### src/rtl/mac_pkg.sv
package mac_pkg;

    typedef enum logic [1:0] {
        OP_HOLD = 2'd0,
        OP_ADD  = 2'd1,
        OP_SUB  = 2'd2,
        OP_LOAD = 2'd3
    } acc_op_e;

    typedef struct packed {
        logic sgn;
        logic add;
        logic ld;
    } ctl_t;

    localparam int CTL_W = 3;

endpackage

### src/rtl/mac_stage.sv
module mac_stage #(
    parameter int W  = 8,
    parameter bit EN = 1'b1
) (
    input  logic         clk,
    input  logic         rst,
    input  logic         ce,
    input  logic [W-1:0] d,
    output logic [W-1:0] q
);

    generate
        if (EN) begin : g_reg
            logic [W-1:0] q_r;
            always_ff @(posedge clk) begin
                if (rst) begin
                    q_r <= '0;
                end else if (ce) begin
                    q_r <= d;
                end
            end
            assign q = q_r;
        end else begin : g_pass
            assign q = d;
        end
    endgenerate

endmodule

### src/rtl/mac_mult.sv
module mac_mult #(
    parameter int A_W   = 8,
    parameter int B_W   = 8,
    parameter int ACC_W = 32
) (
    input  logic [A_W-1:0]   a,
    input  logic [B_W-1:0]   b,
    input  logic             sgn,
    output logic [ACC_W-1:0] prod_ext
);

    localparam int PW = A_W + B_W + 2;

    logic signed [A_W:0]  a_x;
    logic signed [B_W:0]  b_x;
    logic signed [PW-1:0] prod;

    always_comb begin
        a_x      = {sgn & a[A_W-1], a};
        b_x      = {sgn & b[B_W-1], b};
        prod     = PW'(a_x) * PW'(b_x);
        prod_ext = {{(ACC_W-PW){prod[PW-1]}}, prod};
    end

endmodule

### src/rtl/mac_accum.sv
module mac_accum
    import mac_pkg::*;
#(
    parameter int ACC_W = 32
) (
    input  logic             clk,
    input  logic             rst,
    input  logic             ce,
    input  ctl_t             ctl,
    input  logic [ACC_W-1:0] prod,
    input  logic [ACC_W-1:0] ld_val,
    output logic [ACC_W-1:0] acc,
    output logic             ovf
);

    localparam int MSB = ACC_W - 1;

    acc_op_e          op;
    logic [ACC_W:0]   wide;
    logic [ACC_W-1:0] nxt_acc;
    logic             nxt_ovf;

    always_comb begin
        if (!ce) begin
            op = OP_HOLD;
        end else if (ctl.ld) begin
            op = OP_LOAD;
        end else if (ctl.add) begin
            op = OP_ADD;
        end else begin
            op = OP_SUB;
        end
    end

    always_comb begin
        wide    = '0;
        nxt_acc = acc;
        nxt_ovf = ovf;
        unique case (op)
            OP_HOLD: begin
                nxt_acc = acc;
                nxt_ovf = ovf;
            end
            OP_LOAD: begin
                nxt_acc = ld_val;
                nxt_ovf = 1'b0;
            end
            OP_ADD: begin
                wide    = {1'b0, acc} + {1'b0, prod};
                nxt_acc = wide[ACC_W-1:0];
                nxt_ovf = ctl.sgn ? ((acc[MSB] == prod[MSB]) && (nxt_acc[MSB] != acc[MSB]))
                                  : wide[ACC_W];
            end
            OP_SUB: begin
                wide    = {1'b0, acc} - {1'b0, prod};
                nxt_acc = wide[ACC_W-1:0];
                nxt_ovf = ctl.sgn ? ((acc[MSB] != prod[MSB]) && (nxt_acc[MSB] != acc[MSB]))
                                  : wide[ACC_W];
            end
            default: begin
                nxt_acc = acc;
                nxt_ovf = ovf;
            end
        endcase
    end

    always_ff @(posedge clk) begin
        if (rst) begin
            acc <= '0;
            ovf <= 1'b0;
        end else begin
            acc <= nxt_acc;
            ovf <= nxt_ovf;
        end
    end

    AST_HOLD_FROZEN: assert property (@(posedge clk) disable iff (rst)
        !ce |=> ($stable(acc) && $stable(ovf))) else $error("hold");

    AST_LOAD_CLEARS: assert property (@(posedge clk) disable iff (rst)
        (ce && ctl.ld) |=> (!ovf && acc == $past(ld_val))) else $error("load");

    AST_UNS_ADD_CARRY: assert property (@(posedge clk) disable iff (rst)
        (ce && !ctl.ld && ctl.add && !ctl.sgn) |=> (ovf == (acc < $past(acc)))) else $error("carry");

    AST_UNS_SUB_BORROW: assert property (@(posedge clk) disable iff (rst)
        (ce && !ctl.ld && !ctl.add && !ctl.sgn) |=> (ovf == (acc > $past(acc)))) else $error("borrow");

    AST_SGN_POS_ADD_WRAP: assert property (@(posedge clk) disable iff (rst)
        (ce && !ctl.ld && ctl.add && ctl.sgn && !prod[MSB])
        |=> (ovf == ($signed(acc) < $signed($past(acc))))) else $error("signed wrap");

endmodule

### src/rtl/mac_unit.sv
module mac_unit
    import mac_pkg::*;
#(
    parameter int A_W      = 8,
    parameter int B_W      = 8,
    parameter int GUARD_W  = 16,
    parameter bit IN_REG   = 1'b1,
    parameter bit PIPE_REG = 1'b1,
    localparam int ACC_W   = A_W + B_W + GUARD_W
) (
    input  logic             clk,
    input  logic             rst,
    input  logic             ce,
    input  logic [A_W-1:0]   a_in,
    input  logic [B_W-1:0]   b_in,
    input  logic [A_W-1:0]   a_si,
    input  logic [B_W-1:0]   b_si,
    input  logic             shift_sel,
    input  logic             is_signed,
    input  logic             add_nsub,
    input  logic             load,
    input  logic [ACC_W-1:0] load_val,
    output logic [A_W-1:0]   a_so,
    output logic [B_W-1:0]   b_so,
    output logic [ACC_W-1:0] acc_out,
    output logic             ovf
);

    localparam int S1_W = ACC_W + CTL_W + A_W + B_W;
    localparam int S2_W = ACC_W + CTL_W + ACC_W;

    ctl_t             ctl_in, s1_ctl, s2_ctl;
    logic [A_W-1:0]   a_pick, s1_a;
    logic [B_W-1:0]   b_pick, s1_b;
    logic [ACC_W-1:0] s1_ld, s2_ld, prod, s2_prod;
    logic [S1_W-1:0]  s1_d, s1_q;
    logic [S2_W-1:0]  s2_d, s2_q;

    always_comb begin
        a_pick = shift_sel ? a_si : a_in;
        b_pick = shift_sel ? b_si : b_in;
        ctl_in = '{sgn: is_signed, add: add_nsub, ld: load};
        s1_d   = {load_val, ctl_in, a_pick, b_pick};
    end

    mac_stage #(.W(S1_W), .EN(IN_REG)) u_in_stage (
        .clk (clk),
        .rst (rst),
        .ce  (ce),
        .d   (s1_d),
        .q   (s1_q)
    );

    assign {s1_ld, s1_ctl, s1_a, s1_b} = s1_q;
    assign a_so = s1_a;
    assign b_so = s1_b;

    mac_mult #(.A_W(A_W), .B_W(B_W), .ACC_W(ACC_W)) u_mult (
        .a        (s1_a),
        .b        (s1_b),
        .sgn      (s1_ctl.sgn),
        .prod_ext (prod)
    );

    assign s2_d = {s1_ld, s1_ctl, prod};

    mac_stage #(.W(S2_W), .EN(PIPE_REG)) u_pipe_stage (
        .clk (clk),
        .rst (rst),
        .ce  (ce),
        .d   (s2_d),
        .q   (s2_q)
    );

    assign {s2_ld, s2_ctl, s2_prod} = s2_q;

    mac_accum #(.ACC_W(ACC_W)) u_accum (
        .clk    (clk),
        .rst    (rst),
        .ce     (ce),
        .ctl    (s2_ctl),
        .prod   (s2_prod),
        .ld_val (s2_ld),
        .acc    (acc_out),
        .ovf    (ovf)
    );

    generate
        if (IN_REG) begin : g_so_chk
            AST_SO_FROZEN: assert property (@(posedge clk) disable iff (rst)
                !ce |=> ($stable(a_so) && $stable(b_so))) else $error("shift-out");
            AST_SO_CAPTURE: assert property (@(posedge clk) disable iff (rst)
                (ce && shift_sel) |=> (a_so == $past(a_si) && b_so == $past(b_si))) else $error("shift-in");
        end
    endgenerate

endmodule

### config.mk
export PLATFORM = sky130hd
export DESIGN_NAME = mac_unit
export DESIGN_NICKNAME = d
export VERILOG_FILES = /design/src/rtl/mac_pkg.sv /design/src/rtl/mac_stage.sv /design/src/rtl/mac_mult.sv /design/src/rtl/mac_accum.sv /design/src/rtl/mac_unit.sv
export SDC_FILE = /design/constraint.sdc
export NUM_CORES = 1
export LEC_CHECK = 0
export CAP_MARGIN = 20
export CORE_UTILIZATION = 40
export CTS_BUF_LIST = sky130_fd_sc_hd__clkbuf_16
export CTS_CLUSTER_DIAMETER = 200
export DETAILED_ROUTE_END_ITERATION = 6
export HOLD_SLACK_MARGIN = 0.15
export SYNTH_ARGS = -nofsm -noshare
export SYNTH_HDL_FRONTEND = slang
export SYNTH_SLANG_ARGS = --single-unit
### constraint.sdc
create_clock -name clk -period 5.6 [get_ports clk]
set_clock_uncertainty 0.05 [all_clocks]
set_input_delay 0.56 -clock clk [delete_from_list [all_inputs] [get_ports clk]]
set_output_delay 0.56 -clock clk [all_outputs]
set_load 0.02 [all_outputs]
# --- After elaboration in Yosys (flattened, before gate mapping) ---
# Cells that the tools add are included.
totals:
  out_inout_bits: 49
  in_bits: 71
  word_cells: 28
  ff_bits: 151
classes:
  n_eq_ne: 7
  n_reduce_logical: 3
  mux: 9
  bitwise: 2
  n_mul: 1
  n_addsub: 2
ops:
  columns: ["cell", "n"]
  rows:
  - ["one-hot mux 32 bit (3 select lines)", 1]
  - ["adder 32 x 32 -> 33 bit", 1]
  - ["subtractor 32 x 32 -> 33 bit", 1]
  - ["multiplier 9 x 9 -> 18 bit", 1]
  - ["2-to-1 mux 8 bit", 2]
  - ["2-to-1 mux 2 bit", 3]
  - ["== test 2 bit (second input constant)", 2]
  - ["!= test 1 bit", 3]
  - ["one-hot mux 1 bit (3 select lines)", 1]
  - ["AND 1 bit", 2]
  - ["== test 2 x 1 -> 1 bit (second input constant)", 1]
  - ["logical AND 1 bit", 2]
  - ["zero test 2 bit", 1]
  - ["2-to-1 mux 1 bit", 2]
  - ["== test 1 bit", 1]

# --- Depth between registers and ports, before layout ---
logic_depth:
  word_depth: 5
  ltp_mapped: 23
  ltp_nobuf: 22

# --- Modules after synthesis ---
# From an unflattened synthesis, not the netlist that was laid out.
hier_totals:
  hier_cells: 1547
  area_unflattened_um2: 13148.9
modules_own_cells:
  columns: ["mod", "n_inst", "cells_per_inst", "area_per_inst_um2", "seq_area_each_um2"]
  rows:
  - ["mac_accum", 1, 781, 5459.0, 660.6]
  - ["mac_mult", 1, 367, 3206.8, 0.0]
  - ["mac_stage at u_pipe_stage", 1, 216, 2401.1, 1341.3]
  - ["mac_stage at u_in_stage", 1, 165, 1833.0, 1021.0]
  - ["mac_unit", 1, 18, 249.0, 0.0]

# --- Worst setup path before layout ---
# No wires, ideal clock.
synth_path:
  kind: "flip-flop to flip-flop"
  start: "register u_in_stage.g_reg.q_r[18] (netlist: u_in_stage.q[18])"
  end: "register u_pipe_stage.g_reg.q_r[31] (netlist: u_pipe_stage.q[31])"
  t_required_ns: 5.464
  path_stages_with_launch: 22
  setup_ns: 0.086
  path_slack_ns: 0.315
  arrival_time_ns: 5.150
  path_cell_list: "dfxtp_1 > and2_1 > clkbuf_1 > nand2_1 > fa_1 > inv_1 > fa_1 > fa_1 > fa_1 > inv_1 > fa_1 > inv_1 > ha_1 > o21ai_0 > a21boi_0 > o21ai_0 > nand2b_1 > a21o_1 > a41o_1 > o41ai_1 > xnor2_1 > a211oi_1"
synth_between:
  elab_chain_cells: 2
  elab_cells_between_ends: 3
synth_rtl:
  columns: ["element", "line", "rtl"]
  rows:
  - ["from (decl)", "mac_stage.sv:14", "logic [W-1:0] q_r;"]
  - ["from (signal assigned)", "mac_stage.sv:17", "q_r <= '0;"]
  - ["from (signal assigned)", "mac_stage.sv:19", "q_r <= d;"]
  - ["AND 1 bit (on tied branches)", "mac_mult.sv:19, mac_mult.sv:20", null]
  - ["multiplier 9 x 9 -> 18 bit *", "mac_mult.sv:21", "prod = PW'(a_x) * PW'(b_x);"]
  - ["to (signal assigned)", "mac_stage.sv:17", null]
  - ["to (signal assigned)", "mac_stage.sv:19", null]
  - ["to (decl)", "mac_stage.sv:14", null]
# Every way passes the cells marked *; elsewhere a longest branch is shown, timed or not.
# A chain may end at the register's enable or synchronous reset.

# --- Worst setup path in the final report ---
layout_path:
  start: "register u_in_stage.g_reg.q_r[5] (netlist: u_in_stage.q[5])"
  end: "register u_pipe_stage.g_reg.q_r[31] (netlist: u_pipe_stage.q[31])"
layout_between:
  elab_chain_cells: 1
layout_rtl:
  columns: ["element", "line"]
  rows:
  - ["multiplier 9 x 9 -> 18 bit", "mac_mult.sv:21"]
# No other way between the ends.

==> results.md <==
- CP dominant cell by count: fa_1
- Slew of the pin with the lowest slew margin: around 1.0 ns
- RSZ-0062 raised after global routing: no
- Initial antenna violation count: 0
- Main synth FF type: dfxtp_1
- Num rows: 63
- Status: finished clean
- # clock sinks: 137
- Placer Congestion: 0.9253
- Crit path time final: 5.273 ns
- Synthesized net count: roughly 1700
- GR Overflow Total: 0
- Max incr delay on CP: 0.54 ns
- Peak supply drop: between 0.0002 and 0.00025 V
- Clock Power Share: around a third
- First-pass GRT wire length: between 50000 and 60000 um
- Mapped cell area: about 12000 sq um
- Synth Instances: roughly 1400
- DR iter-0 viols: slightly below 700
- PortBufs: 119
- Total GRT Usage: approximately 22%
- Die Area: 30900 sq um
- Clock Latency Late Sink: approximately 0.44 ns
- Bufs on Longest Clock Path: 2
- Peak Freq: 189.6 MHz
- Final period util: 94.17%
- Critical Path RT: 5.89 ns
- Seq/Total Area, Yosys: 22.71%
- Register share of total power: 31.2%
- Core ar.: 29640 sq um
- P_sw: between 1 and 1.5 mW
- Top-area cell type share of the netlist area: 22.71%
- Worst path cell trace: and2_1 -> fa_1 -> inv_1 -> fa_1 -> inv_1 -> fa_1 -> fa_1 -> inv_1 -> fa_1 -> inv_1 -> ha_1 -> o21ai_0 -> a21boi_0 -> o21ai_1 -> nand2b_1 -> a21o_1 -> a41o_1 -> o41ai_2 -> xnor2_1 -> a211oi_1
- Post-CTS Hold Buffers: 0
- Antenna viol nets, final: 0
- DIE HEIGHT: 175.8 um
- HP Class: reg2reg
- Sw Share: roughly 37%
- Ports: 120
- Overall die width: 175.8 um
- Total vias in the final route: 10120
- Slowest library cell on the worst path: fa_1
- Starting Density: 40.75%
- Yosys Warn Count: 0
- Final HPWL DP: 25600 um
- Crit end category: register
- Routed len/inst: around 17 um
- P_leak: 6.464 nW
- Avg Inst Size Synth: 8.388 sq um
- Fin nets: between 1500 and 2000
- CTS H-tree depth: 4
- Final slew viol count: 0
- Post-CTS Setup Bufs: 0
- Final setup fails: 0
- Worst Setup Path Type: reg2reg
- Synth unique cells: 79
- CTS clk-pin slew, worst paths: roughly 0.06 ns
- Residual DRC: 0
- Slew Limit Headroom: 32.64%
- Combinational share of power: 36.7%
- Asr flop ratio synth: 0%
- Flops & latches, synth: 137
- Hold Vio Cnt, Final: 0
- Number of global-route vias before repair: 9838
- Routed WL: 33260 um
- N_diodes: 0
- Setup TNS: 0 ns
- Post-cts resize count: 0
- Share of layout cells above drive strength 1: 5.758%
- Post-synth EDFFs: 0
- Inst Count DP: approximately 1900
- Filler instances: 2873
- Synth area leaders: dfxtp_1 23%, fa_1 12%, ha_1 11%
- Max-capacitance violation count: 0
- Startpoint types: register
- Total CTS buffers: 17
- CTS root buffer: clkbuf_16
- Fin cells: 1901
- Critical path fanouts, max: 11
- Largest area contributor in the netlist: dfxtp_1
- Layout area overhead: 16.54%
- DR vias/cell: 5.325
- CTS tree: yes
- Crit path arrival time: approximately 5.6 ns
- Largest net degree at the start of global routing: 90
- DR pass1 iterations: 6
- Internal power: around 2.3 mW
- PwrDens: 256.3 nW/um^2
-- per-stage QoR --
| step | instance area (sq um) | power, mW | hold WS (ns) | setup slack [ns] | util, % |
|---|---|---|---|---|---|
| after floorplan | 12080 | 2.085 | 0.4017 | 0.3148 | - |
| after global placement | 13480 | 2.450 | 0.4206 | 0.2063 | 45.47 |
| after detailed placement | 13480 | 2.455 | 0.4349 | 0.1103 | 45.47 |
| after CTS | 14070 | 3.621 | 0.4500 | 0.08295 | 47.46 |
| after global routing | 14080 | 3.819 | 0.4622 | 0.04175 | 47.50 |
| final | 14080 | 3.608 | 0.4441 | 0.3266 | 47.50 |
-- state kept, by name, indices dropped and copies added, names as in the netlist --
register / flops
u_accum.acc: 32
u_accum.ovf: 1
u_in_stage.q: 51
u_pipe_stage.q: 53
-- final timing paths --
| kind | startpoint | to | slack [ns] | depth (start not counted) |
|---|---|---|---|---|
| max | u_in_stage.q[5] | u_pipe_stage.q[31] | 0.33 | 20 |
| min | u_in_stage.q[25] | u_pipe_stage.q[41] | 0.44 | 2 |
| max reg2reg | u_in_stage.q[5] | u_pipe_stage.q[31] | 0.33 | 20 |
| min reg2reg | u_in_stage.q[25] | u_pipe_stage.q[41] | 0.44 | 2 |
-- cells by family (layout without fill, tap and decap cells) --
logic type / Yosys count / count (layout) / synth area share (%)
flops: 137 / 137 / 22.71
mux: 106 / 106 / 8.794
compound gates: 303 / 303 / 17.72
buf+inv: 260 / 331 / 8.774
simple gates: 408 / 408 / 15.64
fa+ha+maj: 177 / 177 / 22.81
xor+xnor: 49 / 49 / 3.553
-- cells in the final DEF, fill, tap and decap left out, types with 8 or more instances in the layout --
master / netlist / final
nor2_1: 187 / 187
inv_1: 152 / 153
dfxtp_1: 137 / 134
clkdlybuf4s50_1: 0 / 117
mux2i_1: 105 / 105
ha_1: 105 / 104
nand2_1: 80 / 80
a21oi_1: 80 / 80
fa_1: 72 / 72
xnor2_1: 35 / 35
a221oi_1: 34 / 34
and2_1: 33 / 33
a211oi_1: 32 / 32
o21ai_0: 30 / 29
buf_4: 17 / 28
a21o_1: 22 / 22
nor3_1: 21 / 21
clkbuf_16: 0 / 17
nand2b_1: 16 / 16
o21bai_1: 14 / 14
xor2_1: 14 / 14
nor2b_1: 13 / 13
nand3_1: 13 / 13
a31oi_1: 9 / 9
o22ai_1: 9 / 9
o31ai_1: 9 / 9
or2_2: 8 / 8
-- area by class of cell --
class | count | area [sq um] | area share (%)
Clock buffer | 17 | 425.4 | 3.022
Clock inverter | 15 | 163.9 | 1.164
Inverter | 153 | 574.3 | 4.080
Multi-Input combinational cell | 1043 | 8287 | 58.87
Sequential cell | 137 | 2746 | 19.51
Tap cell | 390 | 488.0 | 3.466
Timing Repair Buffer | 146 | 1393 | 9.892
-- power groups by stage --
stage | registers [mW] | clock network [mW] | logic, mW
global placement | 1.14 | 0 | 1.31
floorplan | 1.14 | 0 | 0.944
global route | 1.13 | 1.22 | 1.46
CTS | 1.12 | 1.18 | 1.32
finish | 1.13 | 1.16 | 1.32
detailed placement | 1.15 | 0 | 1.31
-- synthesized netlist by cell type, types with 8 or more instances --
| cell type | instances |
|---|---|
| a211oi_1 | 32 |
| a21o_1 | 22 |
| a21oi_1 | 80 |
| a221oi_1 | 34 |
| a31oi_1 | 9 |
| and2_1 | 33 |
| buf_1 | 13 |
| buf_2 | 9 |
| buf_4 | 17 |
| clkbuf_1 | 66 |
| dfxtp_1 | 137 |
| fa_1 | 72 |
| ha_1 | 105 |
| inv_1 | 152 |
| mux2i_1 | 105 |
| nand2_1 | 80 |
| nand2b_1 | 16 |
| nand3_1 | 13 |
| nor2_1 | 187 |
| nor2b_1 | 13 |
| nor3_1 | 21 |
| o21ai_0 | 30 |
| o21bai_1 | 14 |
| o22ai_1 | 9 |
| o31ai_1 | 9 |
| or2_2 | 8 |
| xnor2_1 | 35 |
| xor2_1 | 14 |
-- critical path, delay by kind of cell, from the launching register on --
| family | cells | cell delay (ns) |
|---|---|---|
| XOR/XNOR | 1 | 0.11 |
| AND/OR/NAND/NOR | 2 | 0.31 |
| AO/OA/AOI/OAI | 7 | 1.34 |
| buffers and inverters | 4 | 0.20 |
| flip-flops | 1 | 0.43 |
| adder cells (fa/ha/maj) | 6 | 2.76 |
-- metal layers --
| metal | routed length, um | up-vias | GRT usage (%) |
|---|---|---|---|
| li1 | - | 5027 | - |
| met1 | 16060 | 4829 | 30.80 |
| met2 | 15160 | 236 | 35.61 |
| met3 | 1592 | 31 | 3.355 |
| met4 | 455 | 0 | 5.870 |
| met5 | 0 | - | 0 |
No activity file was read; power rests on OpenSTA's default activity.
